===== config.mk =====
export PLATFORM = sky130hd
export DESIGN_NAME = vbi_slice_select
export DESIGN_NICKNAME = d
export VERILOG_FILES = /design/src/rtl/vbi_slice_pkg.sv /design/src/rtl/vbi_slice_ctrl.sv /design/src/rtl/vbi_slice_dp.sv /design/src/rtl/vbi_slice_select.sv
export SDC_FILE = /design/constraint.sdc
export NUM_CORES = 1
export LEC_CHECK = 0
export BUFFER_PORTS_ARGS = -buffer_cell sky130_fd_sc_hd__buf_2
export CORE_UTILIZATION = 55
export CTS_BUF_LIST = sky130_fd_sc_hd__clkbuf_8
export CTS_CLUSTER_SIZE = 30
export DETAILED_ROUTE_END_ITERATION = 10
export PLACE_DENSITY_LB_ADDON = 0.1
export SYNTH_ARGS = -nofsm -noshare
export SYNTH_HDL_FRONTEND = slang
export SYNTH_HIERARCHICAL = 1
export SYNTH_SLANG_ARGS = --single-unit

===== constraint.sdc =====
create_clock -name clk -period 2.55 [get_ports clk]
set_input_delay 0.3825 -clock clk [delete_from_list [all_inputs] [get_ports clk]]
set_output_delay 0.3825 -clock clk [all_outputs]
set_load 0.005 [all_outputs]

===== src/rtl/vbi_slice_pkg.sv =====
package vbi_slice_pkg;

  localparam int VBI_ENTRIES = 9;
  localparam int IDX_W       = 4;
  localparam logic [7:0] MODE_UNUSED = 8'hFF;
  localparam logic [2:0] SVC_TTX     = 3'b000;
  localparam logic [2:0] SVC_NONE    = 3'b111;

  // strobes from control to datapath
  typedef struct packed {
    logic             lineWe;
    logic             modeWe;
    logic [IDX_W-1:0] idx;
    logic             ffEnWe;
    logic             ffModeWe;
    logic             capture;
  } strobe_t;

  typedef struct packed {
    logic       valid;
    logic [2:0] svc;
    logic       filt;
    logic       fifo;
    logic       dropErr;
    logic       ecc;
  } slice_cfg_t;

  localparam slice_cfg_t CFG_IDLE = '{valid: 1'b0, svc: SVC_NONE,
                                      filt: 1'b0, fifo: 1'b0,
                                      dropErr: 1'b0, ecc: 1'b0};

  function automatic slice_cfg_t decodeMode(input logic [7:0] m);
    slice_cfg_t r;
    if (m == MODE_UNUSED || m[2:0] == SVC_NONE) begin
      r = CFG_IDLE;
    end else begin
      r.valid   = 1'b1;
      r.svc     = m[2:0];
      r.filt    = m[7];
      r.fifo    = m[6] | (m[2:0] == SVC_TTX);
      r.dropErr = m[5];
      r.ecc     = m[4];
    end
    return r;
  endfunction

endpackage


===== src/rtl/vbi_slice_ctrl.sv =====
module vbi_slice_ctrl
  import vbi_slice_pkg::*;
#(
  parameter int NUM_ENTRIES = VBI_ENTRIES,
  parameter int ADDR_W      = 5
) (
  input  logic              cfgWe,
  input  logic [ADDR_W-1:0] cfgAddr,
  input  logic              lineStart,
  output strobe_t           strb
);

  localparam logic [ADDR_W-1:0] ENTRY_REGS = ADDR_W'(2 * NUM_ENTRIES);
  localparam logic [ADDR_W-1:0] FF_EN_ADDR = ADDR_W'(2 * NUM_ENTRIES);
  localparam logic [ADDR_W-1:0] FF_MD_ADDR = ADDR_W'(2 * NUM_ENTRIES + 1);

  always_comb begin
    strb         = '0;
    strb.capture = lineStart;
    if (cfgWe) begin
      if (cfgAddr < ENTRY_REGS) begin
        strb.idx    = IDX_W'(cfgAddr >> 1);
        strb.lineWe = ~cfgAddr[0];
        strb.modeWe = cfgAddr[0];
      end else if (cfgAddr == FF_EN_ADDR) begin
        strb.ffEnWe = 1'b1;
      end else if (cfgAddr == FF_MD_ADDR) begin
        strb.ffModeWe = 1'b1;
      end
    end
  end

endmodule


===== src/rtl/vbi_slice_dp.sv =====
module vbi_slice_dp
  import vbi_slice_pkg::*;
#(
  parameter int NUM_ENTRIES = VBI_ENTRIES,
  parameter int LINE_W      = 8
) (
  input  logic              clk,
  input  logic              rstN,
  input  strobe_t           strb,
  input  logic [7:0]        wdata,
  input  logic [LINE_W-1:0] lineNum,
  input  logic              fieldSel,
  output slice_cfg_t        cfgOut
);

  logic [LINE_W-1:0] lineReg [NUM_ENTRIES];
  logic [7:0]        modeReg [NUM_ENTRIES];
  logic              ffEn;
  logic [7:0]        ffMode;
  logic [NUM_ENTRIES-1:0] hit;
  logic [7:0]        selMode;

  for (genvar i = 0; i < NUM_ENTRIES; i++) begin : g_entry
    always_ff @(posedge clk or negedge rstN) begin
      if (!rstN) begin
        lineReg[i] <= '0;
        modeReg[i] <= MODE_UNUSED;
      end else begin
        if (strb.lineWe && strb.idx == IDX_W'(i)) lineReg[i] <= LINE_W'(wdata);
        if (strb.modeWe && strb.idx == IDX_W'(i)) modeReg[i] <= wdata;
      end
    end
    assign hit[i] = (modeReg[i] != MODE_UNUSED) && (lineReg[i] == lineNum)
                    && (modeReg[i][3] == fieldSel);
  end

  always_ff @(posedge clk or negedge rstN) begin
    if (!rstN) begin
      ffEn   <= 1'b0;
      ffMode <= MODE_UNUSED;
    end else begin
      if (strb.ffEnWe)   ffEn   <= wdata[0];
      if (strb.ffModeWe) ffMode <= wdata;
    end
  end

  // lowest index wins; full-field only when no entry claims the line
  always_comb begin
    logic found;
    found   = 1'b0;
    selMode = ffEn ? ffMode : MODE_UNUSED;
    for (int i = 0; i < NUM_ENTRIES; i++) begin
      if (!found && hit[i]) begin
        selMode = modeReg[i];
        found   = 1'b1;
      end
    end
  end

  always_ff @(posedge clk or negedge rstN) begin
    if (!rstN)             cfgOut <= CFG_IDLE;
    else if (strb.capture) cfgOut <= decodeMode(selMode);
  end

endmodule


===== src/rtl/vbi_slice_select.sv =====
module vbi_slice_select
  import vbi_slice_pkg::*;
#(
  parameter int NUM_ENTRIES = VBI_ENTRIES,
  parameter int LINE_W      = 8,
  localparam int ADDR_W     = $clog2(2 * NUM_ENTRIES + 2)
) (
  input  logic              clk,
  input  logic              rstN,
  input  logic              cfgWe,
  input  logic [ADDR_W-1:0] cfgAddr,
  input  logic [7:0]        cfgWdata,
  input  logic              lineStart,
  input  logic [LINE_W-1:0] lineNum,
  input  logic              fieldSel,
  output logic              cfgValid,
  output logic [2:0]        svcCode,
  output logic              filtEn,
  output logic              fifoRoute,
  output logic              dropErr,
  output logic              eccEn
);

  strobe_t    strb;
  slice_cfg_t cfgOut;

  vbi_slice_ctrl #(.NUM_ENTRIES(NUM_ENTRIES), .ADDR_W(ADDR_W)) i_ctrl (
    .cfgWe(cfgWe), .cfgAddr(cfgAddr), .lineStart(lineStart), .strb(strb)
  );

  vbi_slice_dp #(.NUM_ENTRIES(NUM_ENTRIES), .LINE_W(LINE_W)) i_dp (
    .clk(clk), .rstN(rstN), .strb(strb), .wdata(cfgWdata),
    .lineNum(lineNum), .fieldSel(fieldSel), .cfgOut(cfgOut)
  );

  assign cfgValid  = cfgOut.valid;
  assign svcCode   = cfgOut.svc;
  assign filtEn    = cfgOut.filt;
  assign fifoRoute = cfgOut.fifo;
  assign dropErr   = cfgOut.dropErr;
  assign eccEn     = cfgOut.ecc;

endmodule


* Yosys cells after proc, flatten, opt, wreduce, memory -nomap -nowiden
Index checks and enable logic that the tools add are counted. W data, S select, Z words.
Word-level totals: bits in registers 161, input bits 26, logic and storage cells 148
Cells by class: $lt $le $gt $ge 1, equal/unequal tests 39, muxes and demuxes 25, bitwise logic cells 2, reductions and logical operators 55
Operators by type and width (number):
- $mux W8 | 12
- $eq A8 B8 Y1 | 9
- $ne A8 B8 Y1 const B | 9
- $logic_and A1 B1 Y1 | 44
- $eq A4 B3 Y1 const B | 4
- $mux W1 | 11
- $eq A5 B5 Y1 const B | 2
- $eq A1 B1 Y1 | 9
- $eq A4 B2 Y1 const B | 2
- $eq A8 B8 Y1 const B | 1
- $logic_not A1 Y1 | 8
- $mux W6 | 1
- $lt A5 B5 Y1 const B | 1
- $eq A4 B1 Y1 const B | 1
- $eq A4 B4 Y1 const B | 1
- $logic_not A4 Y1 | 1
- $eq A3 B3 Y1 const B | 1
- $logic_not A3 Y1 | 1
- $mux W2 | 1
- $logic_or A1 B1 Y1 | 1
- $not A1 Y1 | 1
- $or A1 B1 Y1 | 1

* Longest topological paths before layout
Gate-level depths: netlist (run 1).
word-level depth 31, mapped depth 11, gate-level depth less buffers 9

* Cells and area by module
The synthesis (run 1) kept the hierarchy.
Modules (own cells, without submodules):
- vbi_slice_dp | instances 1, cells an instance 657, area an instance 8251.7 um^2, sequential area each 4106.4 um^2
- vbi_slice_ctrl | instances 1, cells an instance 13, area an instance 98.8 um^2, sequential area each 0.0 um^2

* Worst setup path after synthesis (run 1)
Ideal clock, no wire load.
path type input to register, from input port lineNum[6], to register, netlist name i_dp/cfgOut[0], setup time 0.140 ns, data arrival time 2.268 ns, required time 2.410 ns, path slack 0.142 ns, stages 11, cells stage by stage buf_4 > xnor2_1 > o211ai_1 > nor3_2 > buf_2 > a21oi_1 > a22o_1 > o21ai_1 > a2bb2oi_2 > nor3_2 > o32ai_1
Between the ends: cells in the longest elaborated chain, start to end 31, elaborated cells between the ends (all ways) 64, those cells by class eq/ne (11); mux (18); reduce/logical (35)
RTL lines:
- start, declared | line vbi_slice_select.sv:14 | input logic [LINE_W-1:0] lineNum,
- $eq A8 B8 Y1 | line vbi_slice_dp.sv:33 | assign hit[i] = (modeReg[i] != MODE_UNUSED) && (lineReg[i] == lineNum)
- $logic_and A1 B1 Y1 | line vbi_slice_dp.sv:33
- $logic_and A1 B1 Y1 | line vbi_slice_dp.sv:34 | && (modeReg[i][3] == fieldSel);
- $mux W1 | line vbi_slice_dp.sv:53 | if (!found && hit[i]) begin
- $logic_not A1 Y1 | line vbi_slice_dp.sv:53
- $logic_and A1 B1 Y1 | line vbi_slice_dp.sv:53
- $mux W1 | line vbi_slice_dp.sv:53
- $logic_not A1 Y1 | line vbi_slice_dp.sv:53
- [... 15 more ...]
- $logic_and A1 B1 Y1 | line vbi_slice_dp.sv:53
- $mux W1 | line vbi_slice_dp.sv:53
- $logic_not A1 Y1 | line vbi_slice_dp.sv:53
- $logic_and A1 B1 Y1 | line vbi_slice_dp.sv:53
- $mux W8 (*) | line vbi_slice_dp.sv:53
- $eq A8 B8 Y1 / $eq A3 B3 Y1 (equally long branches) | line vbi_slice_pkg.sv:34 | if (m == MODE_UNUSED || m[2:0] == SVC_NONE) begin
- $logic_or A1 B1 Y1 | line vbi_slice_pkg.sv:34
- $mux W8 (*) | line vbi_slice_pkg.sv:34
Mark *: on every way between the ends. The rest lies on a longest branch, timed or not. A chain may end at the register's enable or synchronous reset.

* Worst setup path in the final report (run 1)
from register i_dp/modeReg[53] in the netlist's numbering, to register, netlist name i_dp/cfgOut[3]
Between the ends: cells in the longest elaborated chain, start to end 26, elaborated cells between the ends (all ways) 33, those cells by class eq/ne (3); mux (14); reduce/logical (16)
RTL lines:
- start, declared | line vbi_slice_dp.sv:17 | logic [7:0] modeReg [NUM_ENTRIES];
- start signal, assigned by index | line vbi_slice_dp.sv:30 | if (strb.modeWe && strb.idx == IDX_W'(i)) modeReg[i] <= wdata;
- $ne A8 B8 Y1 | line vbi_slice_dp.sv:33
- $logic_and A1 B1 Y1 | line vbi_slice_dp.sv:33
- $logic_and A1 B1 Y1 | line vbi_slice_dp.sv:34
- $logic_and A1 B1 Y1 | line vbi_slice_dp.sv:53
- $mux W1 | line vbi_slice_dp.sv:53
- $logic_not A1 Y1 | line vbi_slice_dp.sv:53
- $logic_and A1 B1 Y1 | line vbi_slice_dp.sv:53
- $mux W1 | line vbi_slice_dp.sv:53
- [... 10 more ...]
- $logic_and A1 B1 Y1 | line vbi_slice_dp.sv:53
- $mux W1 | line vbi_slice_dp.sv:53
- $logic_not A1 Y1 | line vbi_slice_dp.sv:53
- $logic_and A1 B1 Y1 | line vbi_slice_dp.sv:53
- $mux W8 (*) | line vbi_slice_dp.sv:53
- $eq A8 B8 Y1 / $eq A3 B3 Y1 (equally long branches) | line vbi_slice_pkg.sv:34
- $logic_or A1 B1 Y1 | line vbi_slice_pkg.sv:34
- $mux W8 (*) | line vbi_slice_pkg.sv:34
Marks and branches as above.

==> results.py, run 1 <==
metrics = {
    "floorplan": {
        "fp.dieArea_um2": 15680,
        "core_um2": 14700,
        "die_width_um": 125.2,
        "pin_count": 34,
        "rows": 44,
        "fp.dieH_um": 125.2,
        "start_util": 0.5681,
    },
    "placement": {
        "place_congestion": 0.8881,
        "port-buffer-count": 33,
        "dp_hpwl_um": 14350,
        "place_ws_ns": -0.2433,
    },
    "synthesis": {
        "synthTopCellsByCount": "mux2_2 (148), dfstp_2 (82), dfrtp_1 (78)",
        "avgSynthCellArea_um2": 12.46,
        "synth_edf_count": 0,
        "synth_top_area_share": 0.2580,
        "ys_warn_count": 6,
        "yosysSeqAreaShare": 0.4918,
        "synthArstFlopShare": 1.000,
        "ys_types": 65,
        "synth_area_um2": 8351,
        "yosys-top-cells-area": "dfstp_2 (26%), dfrtp_1 (23%), mux2_2 (20%)",
        "yosys_register_bits": 160,
        "syn_nets": 696,
        "synth_flop_cell": "dfstp_2",
        "yosys.area.top_type": "dfstp_2",
        "syn_inst": 670,
        "yosysMostFrequentCell": "mux2_2",
    },
    "setup_path": {
        "regToRegEndpoint": "i_dp/cfgOut[3]",
        "crit_arrival_ns": 2.96,
        "r2r_slack_ns": -0.08,
        "crit_path_end": "i_dp/cfgOut[3]",
        "crit_chain": "nand4_1 > o211ai_1 > nor3_4 > buf_6 > nor4_4 > buf_4 > a22oi_2 > o21ai_2 > a2bb2oi_4 > nor3_4 > o32ai_2",
        "cp_num_cells": 11,
        "timing.critical_path.buf_inv": 2,
        "path_max_fanout": 6,
        "path_class": "reg -> reg",
        "reg2reg_depth": 11,
        "start_kind": "flip-flop",
        "required_ns": 2.88,
        "crit_slowest_cell": "dfstp_2",
        "timing.rr.start": "i_dp/modeReg[53]",
        "crit_family": "simple AND/OR/NAND/NOR gates",
        "path_common_cell": "nor3_4",
        "slowest_delay_ns": 0.54,
        "crit_path_end_kind": "flip-flop",
        "critPathLaunch": "i_dp/modeReg[53]",
    },
    "clock_tree": {
        "clockBufferDepth": 2,
        "htree_levels": 4,
        "cts_made_buffers": 17,
        "path_clk_slew_ns": 0.08,
        "cts_root_buf": "clkbuf_8",
        "clock-sinks": 160,
        "cts_tree": "built",
        "clkLatencyLatePin_ns": 0.46,
    },
    "status": {
        "failed_checks": "DRC, setup timing",
        "outcome": "complete, but fails checks",
    },
    "power": {
        "pwr-share-seq": 0.493,
        "power_density_nw_per_um2": 674.1,
        "intPower_uw": 4784,
        "ir_drop_mv": 0.4464,
        "p_comb_frac": 0.195,
        "power_switching_uw": 1808,
        "p_leak_uw": 0.004131,
        "switching_share": 0.2743,
        "p_clk_frac": 0.312,
    },
    "cells_and_area": {
        "post-route-util": 0.6653,
        "area_growth_pct": 17.11,
        "layout.nets": 791,
        "n_antenna_cell": 0,
        "drive_above_1_share": 0.5444,
    },
    "timing": {
        "hold_viol": 0,
        "min_period_ns": 2.628,
        "setup_viol": 5,
        "maxSlewViolCount": 0,
        "worst_slack_ns": -0.07751,
        "post-route-period-util": 1.030,
        "slew_headroom": 0.5375,
        "final.setup.tns_ns": -0.2925,
        "skew_ns": 0.01162,
        "fmax_ghz": 0.3806,
        "rsz0062_at_grt": "true",
        "worstMarginPinSlew_ns": 0.6937,
    },
    "routing": {
        "drt_wl_total_um": 20750,
        "dr.pass1.iters": 8,
        "antenna_left": 0,
        "viasPerCell": 5.979,
        "drc": 10,
        "vias": 5746,
        "wl_per_cell_um": 21.59,
        "drtIter0Drc": 396,
    },
    "global_route": {
        "antenna_found_initial": 0,
        "grt_busiest_layer": "met2",
        "grt_pass1_vias": 6081,
        "grt_overflow": 0,
        "grt_max_degree": 74,
        "grt_util_met3": 0.05691,
        "gr-usage-met2": 0.4814,
        "grtUsageMet1": 0.3682,
        "grt_usage": 0.2853,
        "grt_pass1_wl_um": 33670,
    },
    "flow_run": {
        "maxCapViolCount": 0,
    },
    "hold_path": {
        "hold_class": "in -> reg",
        "hp-start": "cfgAddr[0]",
    },
}
placed cells by master, fill, tap and decap left out, types with 3 or more instances in the layout:
cell / netlist / layout
inv_1: 17 / 17
o32ai_2: 0 / 4
and2_1: 3 / 3
dfrtp_1: 78 / 78
nand3_1: 8 / 8
nand4_1: 26 / 26
buf_6: 9 / 5
nand2b_1: 4 / 4
clkbuf_8: 0 / 18
o21ai_0: 9 / 9
a21oi_1: 7 / 5
o31ai_1: 4 / 4
nand2_1: 23 / 22
bufinv_16: 0 / 4
nor4_1: 7 / 7
nor3_1: 4 / 4
o22ai_1: 6 / 6
buf_12: 0 / 3
xnor2_2: 3 / 5
dfstp_2: 82 / 82
o21a_1: 3 / 3
clkinv_4: 0 / 4
nor2b_1: 5 / 5
a211oi_1: 4 / 3
o21ai_2: 0 / 5
nand3b_1: 6 / 6
a21o_1: 3 / 3
buf_2: 5 / 32
buf_4: 3 / 74
nor3_4: 1 / 3
nor2_1: 22 / 22
o211ai_1: 14 / 14
xnor2_1: 67 / 65
mux2_2: 148 / 148
a22oi_1: 7 / 6
xor2_1: 9 / 9
and3_1: 4 / 4
power groups by stage:
stage	sequential [µW]	clock [µW]	combinational [µW]
final	3250	2050	1290
after floorplan	3220	0	799
after CTS	3250	2090	1270
after detailed placement	3290	0	1200
after global routing	3300	2200	1400
after global placement	3270	0	1170
metrics by stage:
step | total power (µW) | cells | hold WS, ns | area (µm²)
finish | 6592 | 961 | 0.2529 | 9779
global route | 6894 | 961 | 0.2551 | 9779
CTS | 6611 | 957 | 0.2261 | 9679
detailed placement | 4497 | 920 | 0.4658 | 9099
global placement | 4437 | 920 | 0.4460 | 9099
floorplan | 4023 | 670 | 0.08691 | 8351
worst min-delay path: cells and delay by family:
kind / cells / cell delay (ns)
AO/OA/AOI/OAI: 1 / 0.06
buffers and inverters: 1 / 0.11
AND/OR/NAND/NOR: 2 / 0.11
kinds of logic after synthesis:
kind of cell              after synthesis  share of synthesized area
xor gates and xnor gates               80                    0.08885
AOI/OAI and AO/OA                      80                    0.07237
and+or+nand+nor                       143                     0.1082
muxes                                 151                     0.2035
buffers and inverters                  56                    0.03536
DFF                                   160                     0.4918
final cells by class:
type	count	area [µm²]
Clock buffer	18	247.7
Sequential cell	160	4106
Multi-Input combinational cell	454	4101
Inverter	17	63.81
Timing Repair Buffer	115	842.1
Fill cell	1128	4920
Clock inverter	13	187.7
Tap cell	184	230.2
worst min path at each step:
stage                           to  slack, ns  depth (start not counted)
CTS                 i_dp/cfgOut[4]       0.23                          2
floorplan           i_dp/cfgOut[0]       0.09                          0
global placement    i_dp/cfgOut[7]       0.45                          1
detailed placement  i_dp/cfgOut[2]       0.47                          1
finish                   i_dp/ffEn       0.25                          4
global route        i_dp/cfgOut[4]       0.26                          2
flip-flops by register name, indices dropped and copies added (netlist names):
register	count
i_dp/cfgOut	8
i_dp/modeReg	72
i_dp/lineReg	72
i_dp/ffEn	1
i_dp/ffMode	7
what timing repair did:
| item | CTS | global route |
|---|---|---|
| resized for setup | 17 | 13 |
| setup buffers | 6 | 4 |
| setup endpoints to repair | 6 | 8 |
| pin swaps | 17 | 14 |
| hold endpoints to repair | 26 | 0 |
| hold buffers | 1 | 0 |
per-layer routing:
metal	up-vias	routed length (µm)	share of wire
li1	2609	-	-
met1	2947	8948	0.43
met2	155	10260	0.49
met3	35	1009	0.049
met4	0	531	0.026
met5	-	0	0
Power figures use the tool's default switching activity.
==> inputs of run 2 (changes only) <==
ABC_AREA = 1   (was unset)
==> results.py, run 2 <==
metrics = {
    "status": {
        "outcome": "complete, but fails checks",
        "failed_checks": "setup timing",
    },
    "placement": {
        "place_ws_ns": -0.2140,
        "place_congestion": 0.8786,
        "dpl-instance-area_um2": 9092,
        "dp_hpwl_um": 14230,
        "port-buffer-count": 33,
    },
    "setup_path": {
        "crit_arrival_ns": 2.90,
        "crit_chain": "nand2_2 > nor2_4 > inv_2 > nor2_2 > nor2_1 > nand3_1 > nand3_4 > nor2_4 > nand2_2 > nor2_4 > nand2_4 > nor2_4 > a21oi_1 > nand2_4 > nand2_4 > nor2_4 > nor2_4 > nand2_1 > nand2_1",
        "crit_slowest_cell": "dfstp_2",
        "timing.critical_path.buf_inv": 1,
        "crit_family": "simple AND/OR/NAND/NOR gates",
        "start_kind": "flip-flop",
        "path_common_cell": "nor2_4",
        "crit_path_end_kind": "flip-flop",
        "path_class": "reg -> reg",
        "slowest_delay_ns": 0.54,
        "path_max_fanout": 7,
        "required_ns": 2.90,
        "r2r_slack_ns": -0.002,
    },
    "timing": {
        "final.setup.tns_ns": -0.002858,
        "rsz0062_at_grt": "true",
        "post-route-period-util": 1.001,
        "skew_ns": 0.01375,
        "slew_headroom": 0.3981,
        "worst_slack_ns": -0.002071,
        "min_period_ns": 2.552,
        "worstMarginPinSlew_ns": 0.9018,
        "setup_viol": 3,
        "maxSlewViolCount": 0,
        "hold_viol": 0,
        "fmax_ghz": 0.3918,
    },
    "routing": {
        "drtIter0Drc": 558,
        "dr_wl_met2_um": 9498,
        "vias": 6949,
        "highest_layer": "met4",
        "wl_met3_um": 900,
        "dr.pass1.iters": 6,
        "wl_per_cell_um": 15.80,
        "wl_met1_um": 10060,
        "drt_wl_total_um": 20660,
        "drc": 0,
        "viasPerCell": 5.313,
        "antenna_left": 0,
    },
    "synthesis": {
        "synth_edf_count": 0,
        "syn_inst": 1019,
        "yosys.area.top_type": "dfstp_2",
        "yosys_register_bits": 160,
        "synthArstFlopShare": 1.000,
        "ys_types": 39,
        "synth_top_area_share": 0.2604,
        "yosysSeqAreaShare": 0.4962,
        "ys_warn_count": 6,
        "synth_area_um2": 8275,
        "yosys-top-cells-area": "dfstp_2 (26%), dfrtp_1 (24%), nand2_1 (14%)",
        "synthTopCellsByCount": "nand2_1 (311), o21ai_0 (164), dfstp_2 (82)",
        "avgSynthCellArea_um2": 8.121,
        "synth_flop_cell": "dfstp_2",
        "syn_nets": 1045,
        "yosysMostFrequentCell": "nand2_1",
    },
    "power": {
        "power_density_nw_per_um2": 648.5,
        "total_power_uw": 6282,
        "p_leak_uw": 0.004416,
        "ir_drop_mv": 0.4372,
    },
    "global_route": {
        "grt_pass1_vias": 6648,
        "grt_pass1_wl_um": 34020,
        "grt_overflow": 0,
        "grt_usage": 0.2822,
        "antenna_found_initial": 0,
        "grt_max_degree": 59,
    },
    "cells_and_area": {
        "post-route-util": 0.6640,
        "final_common_cell": "nand2_1",
        "drive_above_1_share": 0.2580,
        "final_area_um2": 9687,
        "largest_registers": "i_dp/lineReg: 72 flops, i_dp/modeReg: 72 flops, i_dp/cfgOut: 8 flops",
        "fillerInstances": 1284,
        "layout_common_cells": "nand2_1 (296), o21ai_0 (160), dfstp_2 (82)",
        "layout.nets": 1137,
        "n_antenna_cell": 0,
        "area_growth_pct": 17.05,
    },
    "hold_path": {
        "hold_class": "in -> reg",
    },
    "floorplan": {
        "pin_count": 34,
        "fp.dieArea_um2": 15540,
        "start_util": 0.5672,
        "rows": 44,
        "fp.dieH_um": 124.7,
        "die_width_um": 124.7,
        "core_um2": 14590,
    },
    "clock_tree": {
        "clockBufferDepth": 2,
        "htree_levels": 4,
        "clock-sinks": 160,
        "clkLatencyLatePin_ns": 0.47,
        "cts_tree": "built",
        "cts_made_buffers": 17,
        "cts_root_buf": "clkbuf_8",
        "path_clk_slew_ns": 0.08,
    },
    "flow_run": {
        "maxCapViolCount": 0,
    },
}
run 2: path summary, 6_finish.rpt:
path                                  startpoint                to  depth (start not counted)
worst max-delay path            i_dp/modeReg[54]    i_dp/cfgOut[3]                         19
worst min-delay path                   lineStart    i_dp/cfgOut[4]                          2
max in group asynchronous                   rstN   i_dp/modeReg[4]                          3
min in group asynchronous                   rstN  i_dp/lineReg[52]                          2
worst max register to register  i_dp/modeReg[54]    i_dp/cfgOut[3]                         19
worst min register to register    i_dp/cfgOut[2]    i_dp/cfgOut[2]                          2
run 2: metal layers:
| metal | up-vias | track usage |
|---|---|---|
| met5 | - | 0 |
| met4 | 0 | 0.07229 |
| met3 | 14 | 0.04983 |
| met2 | 167 | 0.4355 |
| met1 | 3306 | 0.4117 |
| li1 | 3462 | - |
run 2: worst reg2reg max path, stage by stage, from the launching register on:
cell	delay, ns
dfstp_2	0.54
nand2_2	0.06
nor2_4	0.13
inv_2	0.04
nor2_2	0.10
nor2_1	0.05
nand3_1	0.10
nand3_4	0.11
nor2_4	0.18
nand2_2	0.10
nor2_4	0.15
nand2_4	0.09
nor2_4	0.18
a21oi_1	0.14
nand2_4	0.11
nand2_4	0.07
nor2_4	0.13
nor2_4	0.06
nand2_1	0.07
nand2_1	0.05
run 2: cell type report:
type,instances,area [µm²],area share
clock buffers,19,261.5,0.02700
inverters,78,305.3,0.03152
clock inverters,13,97.59,0.01007
multi-input cells,739,3784,0.3906
well taps,184,230.2,0.02377
flip-flops and latches,160,4106,0.4239
repair buffers,115,902.1,0.09313
run 2: cells by family (layout without fill, tap and decap cells):
| logic type | Yosys count | in the layout | share of synthesized area |
|---|---|---|---|
| compound gates | 193 | 193 | 0.1190 |
| xor+xnor | 69 | 69 | 0.07303 |
| buf+inv | 120 | 225 | 0.06290 |
| flops | 160 | 160 | 0.4962 |
| simple gates | 477 | 477 | 0.2489 |
run 2: what timing repair did:
action                                  in CTS  in global routing
endpoints found under the setup margin       5                  8
resized for setup                           13                 38
pin swaps                                    7                 37
gates cloned                                 0                  1
hold endpoints to repair                    37                  0
buffers inserted                             1                  5
hold buffers                                 1                  0
run 2: metrics by stage:
stage / hold slack [ns] / instances
floorplan: 0.08691 / 1019
global placement: 0.3956 / 1268
detailed placement: 0.3933 / 1268
CTS: 0.1143 / 1302
global route: 0.1333 / 1308
finish: 0.1350 / 1308
run 2: power by group:
part | total (µW) | internal, µW | switching [µW]
logic | 1280 | 566 | 715
clock network | 1730 | 803 | 929
registers | 3270 | 3020 | 252
